==> config.mk <==
export PLATFORM = sky130hd
export DESIGN_NAME = dma_stream_engine
export DESIGN_NICKNAME = d
export VERILOG_FILES = /design/src/rtl/dmae_pkg.sv /design/src/rtl/dmae_ptr.sv /design/src/rtl/dmae_count.sv /design/src/rtl/dmae_flags.sv /design/src/rtl/dma_stream_engine.sv
export SDC_FILE = /design/constraint.sdc
export NUM_CORES = 1
export LEC_CHECK = 0
export ABC_AREA = 1
export BUFFER_PORTS_ARGS = -buffer_cell sky130_fd_sc_hd__buf_2
export CORE_AREA = 2 2 257 259
export DETAILED_ROUTE_END_ITERATION = 10
export DIE_AREA = 0 0 259 261
export PLACE_DENSITY = 0.41
export SETUP_SLACK_MARGIN = 0.3
export SYNTH_ARGS = -nofsm -noshare
export SYNTH_HDL_FRONTEND = slang
export SYNTH_HIERARCHICAL = 1
export SYNTH_SLANG_ARGS = --single-unit
==> constraint.sdc <==
create_clock -name clk -period 2.8 [get_ports clk]
set_clock_uncertainty 0.1 [all_clocks]
set_input_delay 0.56 -clock clk [delete_from_list [all_inputs] [get_ports clk]]
set_output_delay 0.56 -clock clk [all_outputs]
set_load 0.03 [all_outputs]
==> src/rtl/dmae_pkg.sv <==
`timescale 1ns/1ps
package dmae_pkg;

    typedef enum logic [1:0] {
        ESZ_8   = 2'd0,
        ESZ_16  = 2'd1,
        ESZ_32  = 2'd2,
        ESZ_32X = 2'd3
    } esz_t;

    typedef struct packed {
        esz_t src_sz;
        esz_t dst_sz;
        logic src_inc;
        logic dst_inc;
        logic circ;
        logic dbuf;
        logic mem_dst;
    } mode_t;

    localparam int FLAG_N   = 3;
    localparam int FLAG_HT  = 0;
    localparam int FLAG_TC  = 1;
    localparam int FLAG_ERR = 2;

    // Byte step for one element of the given size; the spare code acts as 32-bit.
    function automatic logic [2:0] esz_step(esz_t s);
        case (s)
            ESZ_8:   return 3'd1;
            ESZ_16:  return 3'd2;
            default: return 3'd4;
        endcase
    endfunction

endpackage

==> src/rtl/dmae_ptr.sv <==
`timescale 1ns/1ps
module dmae_ptr
    import dmae_pkg::*;
#(
    parameter int ADDR_W = 32
) (
    input  logic              clk,
    input  logic              rst,
    input  logic              load,
    input  logic [ADDR_W-1:0] load_addr,
    input  logic              reload,
    input  logic [ADDR_W-1:0] reload_addr,
    input  logic              adv,
    input  logic              inc,
    input  esz_t              sz,
    output logic [ADDR_W-1:0] addr
);

    logic [ADDR_W-1:0] step;
    assign step = inc ? ADDR_W'(esz_step(sz)) : '0;

    always_ff @(posedge clk) begin
        if (rst)          addr <= '0;
        else if (load)    addr <= load_addr;
        else if (reload)  addr <= reload_addr + (adv ? step : '0);
        else if (adv)     addr <= addr + step;
    end

    // Without a beat, a load or a reload the pointer must not move.
    assert_ptr_hold_R13: assert property (@(posedge clk) disable iff (rst)
        (!load && !reload && !adv) |=> $stable(addr));

    // A side with increment disabled keeps its address across beats.
    assert_ptr_noinc_R3: assert property (@(posedge clk) disable iff (rst)
        (!inc && !load && !reload) |=> $stable(addr));

endmodule

==> src/rtl/dmae_count.sv <==
`timescale 1ns/1ps
module dmae_count #(
    parameter int CNT_W = 16
) (
    input  logic             clk,
    input  logic             rst,
    input  logic             load,
    input  logic [CNT_W-1:0] load_val,
    input  logic             dec,
    input  logic             rearm,
    output logic [CNT_W-1:0] count,
    output logic             last,
    output logic             at_half
);

    logic [CNT_W-1:0] init_q;
    logic [CNT_W-1:0] half_q;
    logic [CNT_W-1:0] count_m1;

    assign count_m1 = count - CNT_W'(1);
    assign last     = (count == CNT_W'(1));
    assign at_half  = dec && (count_m1 == half_q);

    always_ff @(posedge clk) begin
        if (rst) begin
            count  <= '0;
            init_q <= '0;
            half_q <= '0;
        end else if (load) begin
            count  <= load_val;
            init_q <= load_val;
            half_q <= load_val >> 1;
        end else if (dec) begin
            count  <= (last && rearm) ? init_q : count_m1;
        end
    end

    // The remaining count never exceeds what was loaded.
    assert_count_bound_R5: assert property (@(posedge clk) disable iff (rst)
        count <= init_q);

    // A rearmed final beat restores the full lap count.
    assert_count_rearm_R7: assert property (@(posedge clk) disable iff (rst)
        (dec && last && rearm && !load) |=> count == init_q);

endmodule

==> src/rtl/dmae_flags.sv <==
`timescale 1ns/1ps
module dmae_flags
    import dmae_pkg::*;
(
    input  logic              clk,
    input  logic              rst,
    input  logic              set_ht,
    input  logic              set_tc,
    input  logic              set_err,
    input  logic [FLAG_N-1:0] clr,
    output logic              ht,
    output logic              tc,
    output logic              err
);

    always_ff @(posedge clk) begin
        if (rst) begin
            ht  <= 1'b0;
            tc  <= 1'b0;
            err <= 1'b0;
        end else begin
            ht  <= set_ht  | (ht  & ~clr[FLAG_HT]);
            tc  <= set_tc  | (tc  & ~clr[FLAG_TC]);
            err <= set_err | (err & ~clr[FLAG_ERR]);
        end
    end

    assert_flag_sticky_R10: assert property (@(posedge clk) disable iff (rst)
        (tc && !clr[FLAG_TC]) |=> tc);

    assert_flag_setwins_R10: assert property (@(posedge clk) disable iff (rst)
        set_err |=> err);

endmodule

==> src/rtl/dma_stream_engine.sv <==
`timescale 1ns/1ps
module dma_stream_engine
    import dmae_pkg::*;
#(
    parameter int ADDR_W = 32,
    parameter int CNT_W  = 16
) (
    input  logic              clk,
    input  logic              rst,
    input  logic [ADDR_W-1:0] cfg_src_addr,
    input  logic [ADDR_W-1:0] cfg_dst_addr,
    input  logic [ADDR_W-1:0] cfg_alt_addr,
    input  logic [CNT_W-1:0]  cfg_items,
    input  logic [1:0]        cfg_src_size,
    input  logic [1:0]        cfg_dst_size,
    input  logic              cfg_src_inc,
    input  logic              cfg_dst_inc,
    input  logic              cfg_circular,
    input  logic              cfg_dbl_buf,
    input  logic              cfg_mem_is_dst,
    input  logic              en,
    input  logic              rd_done,
    input  logic              wr_done,
    input  logic [2:0]        flag_clr,
    output logic [ADDR_W-1:0] src_addr,
    output logic [ADDR_W-1:0] dst_addr,
    output logic [1:0]        src_size,
    output logic [1:0]        dst_size,
    output logic [CNT_W-1:0]  items_left,
    output logic              busy,
    output logic              buf_sel,
    output logic              ht_flag,
    output logic              tc_flag,
    output logic              err_flag
);

    mode_t             mode_q;
    mode_t             mode_cfg;
    logic [ADDR_W-1:0] src_base_q, dst_base_q, alt_base_q;
    logic              en_q, busy_q, buf_sel_q;

    logic start, load, zero_start, active;
    logic rd_adv, wr_adv, cnt_last, cnt_half, rearm;
    logic wrap_ev, finish, buf_next;
    logic [ADDR_W-1:0] mem_base_next, src_reload, dst_reload;

    assign mode_cfg = '{src_sz:  esz_t'(cfg_src_size),
                        dst_sz:  esz_t'(cfg_dst_size),
                        src_inc: cfg_src_inc,
                        dst_inc: cfg_dst_inc,
                        circ:    cfg_circular,
                        dbuf:    cfg_dbl_buf,
                        mem_dst: cfg_mem_is_dst};

    // Control decode
    assign start      = en && !en_q;
    assign zero_start = start && (cfg_items == '0);
    assign load       = start && (cfg_items != '0);
    assign active     = busy_q && en;
    assign rd_adv     = active && rd_done;
    assign wr_adv     = active && wr_done;
    assign rearm      = mode_q.circ || mode_q.dbuf;
    assign wrap_ev    = wr_adv && cnt_last && rearm;
    assign finish     = wr_adv && cnt_last && !rearm;

    // Reload targets at a wrap
    assign buf_next      = mode_q.dbuf ? ~buf_sel_q : buf_sel_q;
    assign mem_base_next = buf_next ? alt_base_q
                                    : (mode_q.mem_dst ? dst_base_q : src_base_q);
    assign src_reload    = (mode_q.dbuf && !mode_q.mem_dst) ? mem_base_next : src_base_q;
    assign dst_reload    = (mode_q.dbuf &&  mode_q.mem_dst) ? mem_base_next : dst_base_q;

    always_ff @(posedge clk) begin
        if (rst) begin
            en_q       <= 1'b0;
            busy_q     <= 1'b0;
            buf_sel_q  <= 1'b0;
            mode_q     <= '0;
            src_base_q <= '0;
            dst_base_q <= '0;
            alt_base_q <= '0;
        end else begin
            en_q <= en;
            if (load) begin
                busy_q     <= 1'b1;
                buf_sel_q  <= 1'b0;
                mode_q     <= mode_cfg;
                src_base_q <= cfg_src_addr;
                dst_base_q <= cfg_dst_addr;
                alt_base_q <= cfg_alt_addr;
            end else begin
                if (!en || finish) busy_q <= 1'b0;
                if (wrap_ev)       buf_sel_q <= buf_next;
            end
        end
    end

    // Per-side pointers
    dmae_ptr #(.ADDR_W(ADDR_W)) u_src_ptr (
        .clk(clk), .rst(rst),
        .load(load), .load_addr(cfg_src_addr),
        .reload(wrap_ev), .reload_addr(src_reload),
        .adv(rd_adv), .inc(mode_q.src_inc), .sz(mode_q.src_sz),
        .addr(src_addr)
    );

    dmae_ptr #(.ADDR_W(ADDR_W)) u_dst_ptr (
        .clk(clk), .rst(rst),
        .load(load), .load_addr(cfg_dst_addr),
        .reload(wrap_ev), .reload_addr(dst_reload),
        .adv(wr_adv && !wrap_ev), .inc(mode_q.dst_inc), .sz(mode_q.dst_sz),
        .addr(dst_addr)
    );

    dmae_count #(.CNT_W(CNT_W)) u_count (
        .clk(clk), .rst(rst),
        .load(load), .load_val(cfg_items),
        .dec(wr_adv), .rearm(rearm),
        .count(items_left), .last(cnt_last), .at_half(cnt_half)
    );

    dmae_flags u_flags (
        .clk(clk), .rst(rst),
        .set_ht(cnt_half), .set_tc(wr_adv && cnt_last), .set_err(zero_start),
        .clr(flag_clr),
        .ht(ht_flag), .tc(tc_flag), .err(err_flag)
    );

    assign busy     = busy_q;
    assign buf_sel  = buf_sel_q;
    assign src_size = mode_q.src_sz;
    assign dst_size = mode_q.dst_sz;

    assert_zero_err_R11: assert property (@(posedge clk) disable iff (rst)
        zero_start |=> (err_flag && !busy));

    assert_drop_en_R6: assert property (@(posedge clk) disable iff (rst)
        !en |=> !busy);

    assert_busy_count_R5: assert property (@(posedge clk) disable iff (rst)
        busy |-> (items_left != '0));

    assert_finish_R5: assert property (@(posedge clk) disable iff (rst)
        finish |=> (tc_flag && !busy));

    assert_wrap_busy_R7: assert property (@(posedge clk) disable iff (rst)
        wrap_ev |=> (busy && tc_flag));

    assert_bufsel_R8: assert property (@(posedge clk) disable iff (rst)
        !mode_q.dbuf |-> !buf_sel_q);

endmodule

# After elaboration in Yosys (flattened, before gate mapping)
# Index checks and enable logic that the tools add are counted.
[classes] bitwise_logic=10 addsub=5 eq_ne=4 reduce_logical=30 n_mux=22
[ops] operator="32-bit 2-to-1 mux" n=12
[ops] operator="32-bit adder" n=4
[ops] operator="16-bit 2-to-1 mux" n=3
[ops] operator="16-bit by 1-bit equality test with 1-bit output (second input constant)" n=1
[ops] operator="16-bit by 15-bit equality test with 1-bit output" n=1
[ops] operator="16-bit logical NOT" n=1
[ops] operator="16-bit nonzero test" n=1
[ops] operator="16-bit by 1-bit subtractor with 16-bit output (second input constant)" n=1
[ops] operator="1-bit logical AND" n=14
[ops] operator="3-bit one-hot mux with 2 select lines" n=2
[ops] operator="3-bit 2-to-1 mux" n=2
[ops] operator="3-bit nonzero test" n=2
[ops] operator="1-bit logical NOT" n=5
[ops] operator="2-bit by 1-bit equality test with 1-bit output (second input constant)" n=2
[ops] operator="2-bit logical NOT" n=2
[ops] operator="1-bit inverter" n=4
[ops] operator="2-bit nonzero test" n=2
[ops] operator="1-bit bitwise AND" n=3
[ops] operator="1-bit 2-to-1 mux" n=3
[ops] operator="1-bit OR" n=3
[ops] operator="1-bit logical OR" n=2
[ops] operator="2-bit OR reduction" n=1
[word_totals] inputBits=129 wordCells=92 reg_bits=222 output_inout_bits=89

# Longest topological paths before layout
# Gate-level depths: netlist (run 1).
[logic_depth] depth_word=10 depth_mapped=24 depth_no_buf=24

# Modules after synthesis
# The synthesis (run 1) kept the hierarchy.
[modules_own_cells] mod="dmae_ptr" cells_per_inst=678 seq_area_each_um2=640.6 n_inst=2 area_each_um2=3788.6
[modules_own_cells] mod="dma_stream_engine" cells_per_inst=1023 seq_area_each_um2=2162.1 n_inst=1 area_each_um2=6274.8
[modules_own_cells] mod="dmae_count" cells_per_inst=345 seq_area_each_um2=640.6 n_inst=1 area_each_um2=2155.8
[modules_own_cells] mod="dmae_flags" cells_per_inst=15 seq_area_each_um2=60.1 n_inst=1 area_each_um2=108.9

# Worst setup path before layout (run 1)
# No wires, ideal clock.
[synth_path] path_kind="register -> register" startpoint="register u_count.count[0]" endpoint="register u_dst_ptr.addr[20]" path_stages_with_launch=22 path_buffers=0 path_slack_ps=-441 period_less_slack_ps=3241 setup_time_ps=135 required_time_ps=2565 arrival_time_ps=3006 path_cell_list="dfxtp_1 ha_1 nand3_1 nor4_1 inv_1 nor2_1 nand2_1 inv_1 nor2_1 inv_1 nor4_1 ha_1 fa_1 nand2_1 nand2_1 nand2_1 nor2_4 a21o_1 nand3_1 nand3_1 nand2_1 a21oi_1"
[synth_via] elab_chain_len=9 word_cells_on_any_way=10 cone_classes="1 x add/sub; 1 x eq/ne; 3 x mux; 5 x reduce/logical"
[synth_rtl] element="start, declared" line_no="dmae_count.sv:11" rtl="output logic [CNT_W-1:0] count,"
[synth_rtl] element="start signal, assigned" line_no="dmae_count.sv:30" rtl="count <= load_val;"
[synth_rtl] element="start signal, assigned" line_no="dmae_count.sv:34" rtl="count <= (last && rearm) ? init_q : count_m1;"
[synth_rtl] element="16-bit by 1-bit equality test with 1-bit output *" line_no="dmae_count.sv:21" rtl="assign last = (count == CNT_W'(1));"
[synth_rtl] element="named net cnt_last" line_no="dma_stream_engine.sv:43" rtl="logic rd_adv, wr_adv, cnt_last, cnt_half, rearm;"
[synth_rtl] element="1-bit logical AND * (2 in series)" line_no="dma_stream_engine.sv:63" rtl="assign wrap_ev = wr_adv && cnt_last && rearm;"
[synth_rtl] element="named net wrap_ev" line_no="dma_stream_engine.sv:44" rtl="logic wrap_ev, finish, buf_next;"
[synth_rtl] element="1-bit logical NOT" line_no="dma_stream_engine.sv:111" rtl=".adv(wr_adv && !wrap_ev), .inc(mode_q.dst_inc), .sz(mode_q.dst_sz),"
[synth_rtl] element="1-bit logical AND" line_no="dma_stream_engine.sv:111"
[synth_rtl] element="32-bit 2-to-1 mux" line_no="dmae_ptr.sv:25" rtl="else if (reload) addr <= reload_addr + (adv ? step : '0);"
[synth_rtl] element="32-bit adder" line_no="dmae_ptr.sv:25"
[synth_rtl] element="32-bit 2-to-1 mux" line_no="dmae_ptr.sv:25"
[synth_rtl] element="32-bit 2-to-1 mux" line_no="dmae_ptr.sv:24" rtl="else if (load) addr <= load_addr;"
[synth_rtl] element="end signal, assigned" line_no="dmae_ptr.sv:24"
[synth_rtl] element="end signal, assigned" line_no="dmae_ptr.sv:25"
[synth_rtl] element="end signal, assigned" line_no="dmae_ptr.sv:26" rtl="else if (adv) addr <= addr + step;"
[synth_rtl] element="end, declared" line_no="dmae_ptr.sv:16" rtl="output logic [ADDR_W-1:0] addr"
# Mark *: on every way through the listed nets, which the timed path passes. The rest lies on a longest branch.
# A chain may end at the register's enable or synchronous reset.

# Final worst setup path (run 1)
[layout_path] startpoint="register u_count.count[2]" endpoint="register u_src_ptr.addr[5]"
[layout_via] elab_chain_len=5 word_cells_on_any_way=6 cone_classes="1 x eq/ne; 2 x mux; 3 x reduce/logical"
[layout_rtl] element="16-bit by 1-bit equality test with 1-bit output *" line_no="dmae_count.sv:21"
[layout_rtl] element="named net cnt_last" line_no="dma_stream_engine.sv:43"
[layout_rtl] element="1-bit logical AND * (2 in series)" line_no="dma_stream_engine.sv:63"
[layout_rtl] element="named net wrap_ev" line_no="dma_stream_engine.sv:44"
[layout_rtl] element="32-bit 2-to-1 mux" line_no="dmae_ptr.sv:25"
[layout_rtl] element="32-bit 2-to-1 mux" line_no="dmae_ptr.sv:24"
[layout_rtl] element="end signal, assigned" line_no="dmae_ptr.sv:24"
[layout_rtl] element="end signal, assigned" line_no="dmae_ptr.sv:25"
[layout_rtl] element="end signal, assigned" line_no="dmae_ptr.sv:26"
[layout_rtl] element="end, declared" line_no="dmae_ptr.sv:16"
# Marks and branches as above.

==> impl_metrics.tcl, run 1 <==
set metrics [dict create \
    finalSetupViolations 64 \
    io_buffers 217 \
    dp_cells 3955 \
    first_iter_violations 1295 \
    synth_top_area_cell "dfxtp_1" \
    instances_no_fill 4084 \
    period_minus_slack_ns 3.15 \
    leakage_nw 10.4 \
    grt_util_met3_pct 2.10 \
    drv_cap 0 \
    status "complete, but fails checks" \
    violations "negative setup slack" \
    met2_usage_pct 36.7 \
    grt_max_degree 211 \
    syn_area_per_cell_um2 5.88 \
    pre_cts_ws_ns -0.524 \
    relSlewSlack_pct 40.5 \
    maxSlewViolCount 0 \
    syn-cell-area_um2 16100 \
    cts.sinks 207 \
    die_h_um 261 \
    cts_buffers 30 \
    synth_top_area_share_pct 25.7 \
    dieWidth_um 259 \
    grt-ovfl-total 0 \
    clockRootBuffer "clkbuf_16" \
    h-tree-depth 1 \
    synth_ff_type "dfxtp_1" \
    viasPerCell 4.77 \
    cts_hold_buf 0 \
    synth_edf_count 0 \
    yosys-top-cells-area "dfxtp_1 26%, nand2_1 17%, nor2_1 9.5%" \
    slowest_delay_ns 0.35 \
    cp-end-kind "flip-flop" \
    synth_seq_area_share_pct 25.7 \
    yosys.cell_count.top_type "nand2_1" \
    rows 94 \
    dr.pass1.iters 6 \
    arrival_ns 3.56 \
    wire_per_inst_um 18.5 \
    synthCells 2739 \
    cpLargestDelayFamily "buffers and inverters" \
    hold_viol_final 0 \
    path_max_fanout 7 \
    utilization_pct 35.5 \
    critical_path_class "reg -> reg" \
    antenna_cells 0 \
    met1_usage_pct 28.4 \
    die_area_um2 67600 \
    critPathSlowestCell "dfxtp_4" \
    grt_pass1_vias 19000 \
    grt_setup_unrepaired "yes" \
    initial_core_util_pct 24.8 \
    gp_congestion 0.858 \
    busiest_layer "met2" \
    fin_nets 3344 \
    ys.warnings.count 6 \
    drive_gt1_share_pct 29.3 \
    max-clock-path-buffers 3 \
    wirelength_mm 75.8 \
    powerDensity_nw_per_um2 462 \
    ys_ff_latch 207 \
    crit_top_cell "buf_6" \
    cts_tree "yes" \
    clock_latency_ns 0.61 \
    antenna_left 0 \
    fin_hold_ws_ns 0.0921 \
    vias 19500 \
    antenna_found_initial 1 \
    track_usage_pct 21.3 \
    area_growth_pct 43.1 \
    fin_ws_ns -0.353 \
    hpwl_mm 56.0 \
    synth_common_cells "725 x nand2_1, 410 x nor2_1, 295 x nand3_1" \
    core_area_um2 65000 \
    synth_nets 2886 \
    vdd_drop_max_mv 0.472 \
    crit_chain "nor2_4 -> nand2_2 -> nor4_4 -> buf_4 -> inv_2 -> nor2_2 -> nand2_1 -> inv_2 -> buf_4 -> buf_6 -> buf_6 -> buf_6 -> buf_6 -> buf_6 -> buf_8 -> buf_16 -> nor3_4 -> buf_6 -> buf_6 -> buf_12 -> buf_16 -> nor2_4 -> nand2_2 -> a21oi_2" \
    drcViolationCount 0 \
    crit_path_start_kind "flip-flop" \
    hold_class "in -> reg" \
    worst_pin_slew_ns 0.892 \
    period_share_pct 113 \
    clock.fmax_mhz 317 \
    cp.required_ns 3.21 \
    async_flop_share_pct 0 \
    ys_types 47 \
    grt_first_pass_wirelength_mm 113 \
    ios 218 \
    cp_num_buf_inv 15 \
    clkTransAtPathRegs_ns 0.06 \
]
==> placed cells by master, fill, tap and decap left out, drive strengths merged, types with 5 or more instances in the layout <==
cell type    n
a21boi       7
a21oi      231
a31oi       13
buf        565
bufinv       6
clkbuf      43
clkinv      12
dfxtp      207
ha          14
inv        262
nand2      756
nand3      302
nand3b      16
nand4       13
nor2       462
nor3        15
nor4         5
o211ai      27
o21ai      188
o21bai       6
or2         16
xnor2       11
xor2        27
==> registers in the layout (all words and copies together), names as in the netlist <==
| name | flops |
|---|---|
| src_base_q | 32 |
| alt_base_q | 32 |
| u_count/count | 16 |
| dst_size | 2 |
| en_q | 1 |
| u_flags/ht | 1 |
| busy | 1 |
| mode_q | 5 |
| u_count/init_q | 16 |
| u_src_ptr/addr | 32 |
| dst_base_q | 32 |
| u_flags/tc | 1 |
| u_dst_ptr/addr | 32 |
| buf_sel | 1 |
| u_flags/err | 1 |
| src_size | 2 |
==> worst register-to-register path, cell delays in order (launching register included) <==
cell	delay (ns)
dfxtp_4	0.35
nor2_4	0.13
nand2_2	0.08
nor4_4	0.26
buf_4	0.19
inv_2	0.05
nor2_2	0.09
nand2_1	0.07
inv_2	0.08
buf_4	0.11
buf_6	0.08
buf_6	0.08
buf_6	0.08
buf_6	0.08
buf_6	0.09
buf_8	0.10
buf_16	0.15
nor3_4	0.07
buf_6	0.16
buf_6	0.13
buf_12	0.12
buf_16	0.14
nor2_4	0.09
nand2_2	0.06
a21oi_2	0.13
==> report_power, final <==
| part | switching, mW | internal (mW) | total, mW |
|---|---|---|---|
| logic | 1.73 | 1.24 | 2.97 |
| registers | 0.276 | 3.17 | 3.44 |
| clock network | 1.63 | 2.62 | 4.25 |
| total | 3.64 | 7.02 | 10.7 |
==> layer usage <==
metal | vias to the layer above | part of all wire [%]
li1 | 9761 | -
met1 | 9150 | 45
met2 | 466 | 47
met3 | 108 | 4.4
met4 | 2 | 2.9
met5 | - | 0.016
==> through the flow <==
stage / cell area (µm²) / setup TNS, ns / power (mW)
4_1_cts: 22300 / -11.09 / 10.6
5_1_grt: 23100 / -25.91 / 11.2
3_5_place_dp: 19900 / -17.75 / 6.15
2_1_floorplan: 16200 / -0.0454 / 4.91
3_3_place_gp: 19900 / -15.27 / 6.14
6_report: 23100 / -15.22 / 10.7
==> area by class of cell <==
class / instances / area, µm²
repair buffers: 570 / 4610
flip-flops and latches: 207 / 4180
fillers: 7147 / 42000
well taps: 864 / 1080
inverters: 263 / 1010
clock inverters: 17 / 258
multi-input cells: 2125 / 11100
clock buffers: 38 / 821
==> cell families (layout without fill, tap and decap cells) <==
kind of cell | Yosys count | count (layout) | synth area share [%]
buf+inv | 408 | 888 | 11.7
xor+xnor | 37 | 38 | 2.06
flops | 207 | 207 | 25.7
fa+ha+maj | 18 | 18 | 1.58
simple gates | 1586 | 1586 | 43.0
compound gates | 483 | 483 | 16.0
==> timing repair <==
item / in CTS / in global routing
pin swaps: 59 / 77
gates cloned: 11 / 6
buffers inserted: 41 / 16
endpoints found under the setup margin: 64 / 66
resized for setup: 173 / 145
==> path summary, 6_finish.rpt <==
path,cells after the start,slack (ns),startpoint,endpoint
worst min register to register,2,0.36,u_flags/tc,u_flags/tc
worst min-delay path,4,0.09,flag_clr[1],u_flags/tc
worst max-delay path,24,-0.35,u_count/count[2],u_src_ptr/addr[5]
worst max register to register,24,-0.35,u_count/count[2],u_src_ptr/addr[5]
(Power assumes the default switching activity.)
==> inputs of run 2 (changes only) <==
--- a/config.mk
+++ b/config.mk
@@ -7,10 +7,12 @@
 export LEC_CHECK = 0
 export ABC_AREA = 1
 export BUFFER_PORTS_ARGS = -buffer_cell sky130_fd_sc_hd__buf_2
+export CELL_PAD_IN_SITES_DETAIL_PLACEMENT = 0
+export CELL_PAD_IN_SITES_GLOBAL_PLACEMENT = 1
 export CORE_AREA = 2 2 257 259
 export DETAILED_ROUTE_END_ITERATION = 10
 export DIE_AREA = 0 0 259 261
-export PLACE_DENSITY = 0.41
+export PLACE_DENSITY = 0.56
 export SETUP_SLACK_MARGIN = 0.3
 export SYNTH_ARGS = -nofsm -noshare
 export SYNTH_HDL_FRONTEND = slang
==> run 2 against run 1 <==
  * The run still ends with negative setup slack left
  * Total power fell by 5.3%
  * Clock-buffer cell count rose by 5
  * Die area did not move
  * Sequential power barely moved
  * Sequential cell count did not move
  * Critical path type unchanged
  * Largest cell class unchanged
==> impl_metrics.tcl, run 2 (synthesis gave the netlist of run 1 again) <==
set metrics [dict create \
    status "complete, but fails checks" \
    violations "negative setup slack" \
    switching_share_pct 34.7 \
    pre_cts_ws_ns -0.343 \
    rr_endpoint "u_dst_ptr/addr[24]" \
    path_max_fanout 8 \
    fin_ws_ns -0.239 \
    dieWidth_um 259 \
    netSwitchingPower_mw 3.51 \
    antenna_left 0 \
    clock_latency_ns 0.57 \
    instances_no_fill 4035 \
    period_minus_slack_ns 3.04 \
    track_usage_pct 19.6 \
    core_area_um2 65000 \
    maxSlewViolCount 0 \
    hold_depth 4 \
    crit_path_start_kind "flip-flop" \
    wirelength_mm 68.9 \
    regToRegStartpoint "u_count/count[1]" \
    leakage_nw 10.2 \
    hold_class "in -> reg" \
    clkTransAtPathRegs_ns 0.06 \
    finalSetupViolations 31 \
    final_cell_mix "669 x nand2_1, 375 x nor2_1, 255 x nand3_1, 243 x inv_1, 235 x buf_4" \
    clock.fmax_mhz 329 \
    ios 218 \
    clockRootBuffer "clkbuf_16" \
    powerDensity_nw_per_um2 446 \
    placed_cell_area_um2 19600 \
    fin_nets 3296 \
    slowest_delay_ns 0.36 \
    dp_cells 3914 \
    cts_tree "yes" \
    grt_pass1_vias 18200 \
    drv_cap 0 \
    intPower_mw 6.59 \
    max-clock-path-buffers 3 \
    dr.pass1.iters 5 \
    clkPwrFrac_pct 36.8 \
    die_h_um 261 \
    first_iter_violations 1318 \
    wire_per_inst_um 17.1 \
    fin_hold_ws_ns 0.138 \
    worst_pin_slew_ns 1.14 \
    die_area_um2 67600 \
    critical_path_class "reg -> reg" \
    cts.sinks 207 \
    fin_setup_tns_ns -4.15 \
    period_share_pct 109 \
    holdCritStartpoint "flag_clr[0]" \
    vdd_drop_max_mv 0.448 \
    h-tree-depth 1 \
    drcViolationCount 0 \
    hpwl_mm 50.8 \
    r2r_cells 24 \
    gp_congestion 0.881 \
    cp-end-kind "flip-flop" \
    crit_chain "inv_4 -> ha_4 -> nand3_4 -> nor4_2 -> buf_4 -> inv_2 -> nor2_2 -> nand2_1 -> inv_2 -> nor2_4 -> inv_2 -> nor4_2 -> ha_2 -> fa_2 -> nand2_2 -> nand2_4 -> nand2_4 -> nor2_4 -> nand3_2 -> xor2_1 -> nand2_1 -> nand3_1 -> nand2_1 -> inv_1" \
    hold_viol_final 0 \
    drive_gt1_share_pct 29.7 \
    pwr-share-comb_pct 29.2 \
    antenna_found_initial 1 \
    antenna_cells 0 \
    utilization_pct 34.8 \
    grt_setup_unrepaired "yes" \
    power_mw 10.1 \
    viasPerCell 4.70 \
    area_growth_pct 40.5 \
    n_fill_cell 7223 \
    cp.required_ns 3.18 \
    io_buffers 217 \
    grt-ovfl-total 0 \
    relSlewSlack_pct 24.3 \
    initial_core_util_pct 24.8 \
    min_to "u_flags/ht" \
    grt_max_degree 212 \
    power_frac_seq_pct 34.0 \
    stdcell_area_um2 22700 \
    final_common_cell "nand2_1" \
    ff2ff_setup_slack_ns -0.24 \
    critPathSlowestCell "dfxtp_4" \
    grt_first_pass_wirelength_mm 105 \
    arrival_ns 3.42 \
    vias 19000 \
    cts_buffers 28 \
    rows 94 \
]
## run 2: cell count changes in the layout (fill, tap and decap cells not counted), moves of 7 or more
cell,change
nor2_1,-12
buf_6,+7
buf_4,-32
o21ai_2,+24
nand2_1,-11
nor2_4,+9
a21oi_2,-9
o21ai_0,-19
a21oi_1,+12
o21ai_1,-12
nand2_4,+7
o21ai_4,+7
buf_12,-11
## run 2: worst max-delay path by stage
stage	depth (start not counted)	slack, ns	end	startpoint
4_1_cts	24	-0.23	u_dst_ptr/addr[24]	u_count/count[1]
6_report	24	-0.24	u_dst_ptr/addr[24]	u_count/count[1]
3_5_place_dp	24	-0.34	u_dst_ptr/addr[24]	u_count/count[1]
2_1_floorplan	21	-0.02	u_dst_ptr/addr[20]	u_count/count[3]
5_1_grt	25	-0.41	u_dst_ptr/addr[26]	u_count/count[1]
3_3_place_gp	24	-0.35	u_dst_ptr/addr[24]	u_count/count[1]
## run 2: timing repair
item                       in CTS  in global routing
cloned                          8                  0
hold buffers                    0                  0
buffers inserted               37                 24
pin swaps                     146                 91
gates resized for setup       265                127
setup endpoints to repair      65                 63
## run 2: area by class of cell
type / count / area, µm² / share of cell area (%)
Timing Repair Buffer: 524 / 4000 / 17.6
Clock buffer: 43 / 868 / 3.83
Clock inverter: 9 / 76.3 / 0.337
Multi-Input combinational cell: 2125 / 11400 / 50.5
Tap cell: 864 / 1080 / 4.77
Inverter: 263 / 1010 / 4.46
Sequential cell: 207 / 4180 / 18.5
## run 2: critical path: cells and delay by family, from the launching register on
kind,cells,cell delay [ns]
flops,1,0.36
fa+ha+maj,3,0.62
simple gates,14,1.37
xor+xnor,1,0.16
buf+inv,6,0.35
## run 2: metal layers
layer / vias to the layer above / track usage, % / wire length, µm / share of wire, %
li1: 9660 / - / - / -
met1: 8791 / 27.9 / 33500 / 49
met2: 449 / 31.4 / 30700 / 45
met3: 69 / 2.48 / 3330 / 4.8
met4: 0 / 4.67 / 1380 / 2.0
met5: - / 0 / 0 / 0
## run 2: power by group through the flow
stage	clock (mW)	combinational [mW]	sequential [mW]
finish	3.72	2.95	3.43
global route	3.94	3.24	3.46
CTS	3.84	2.82	3.43
detailed placement	0	2.55	3.48
global placement	0	2.55	3.48
floorplan	0	1.34	3.57
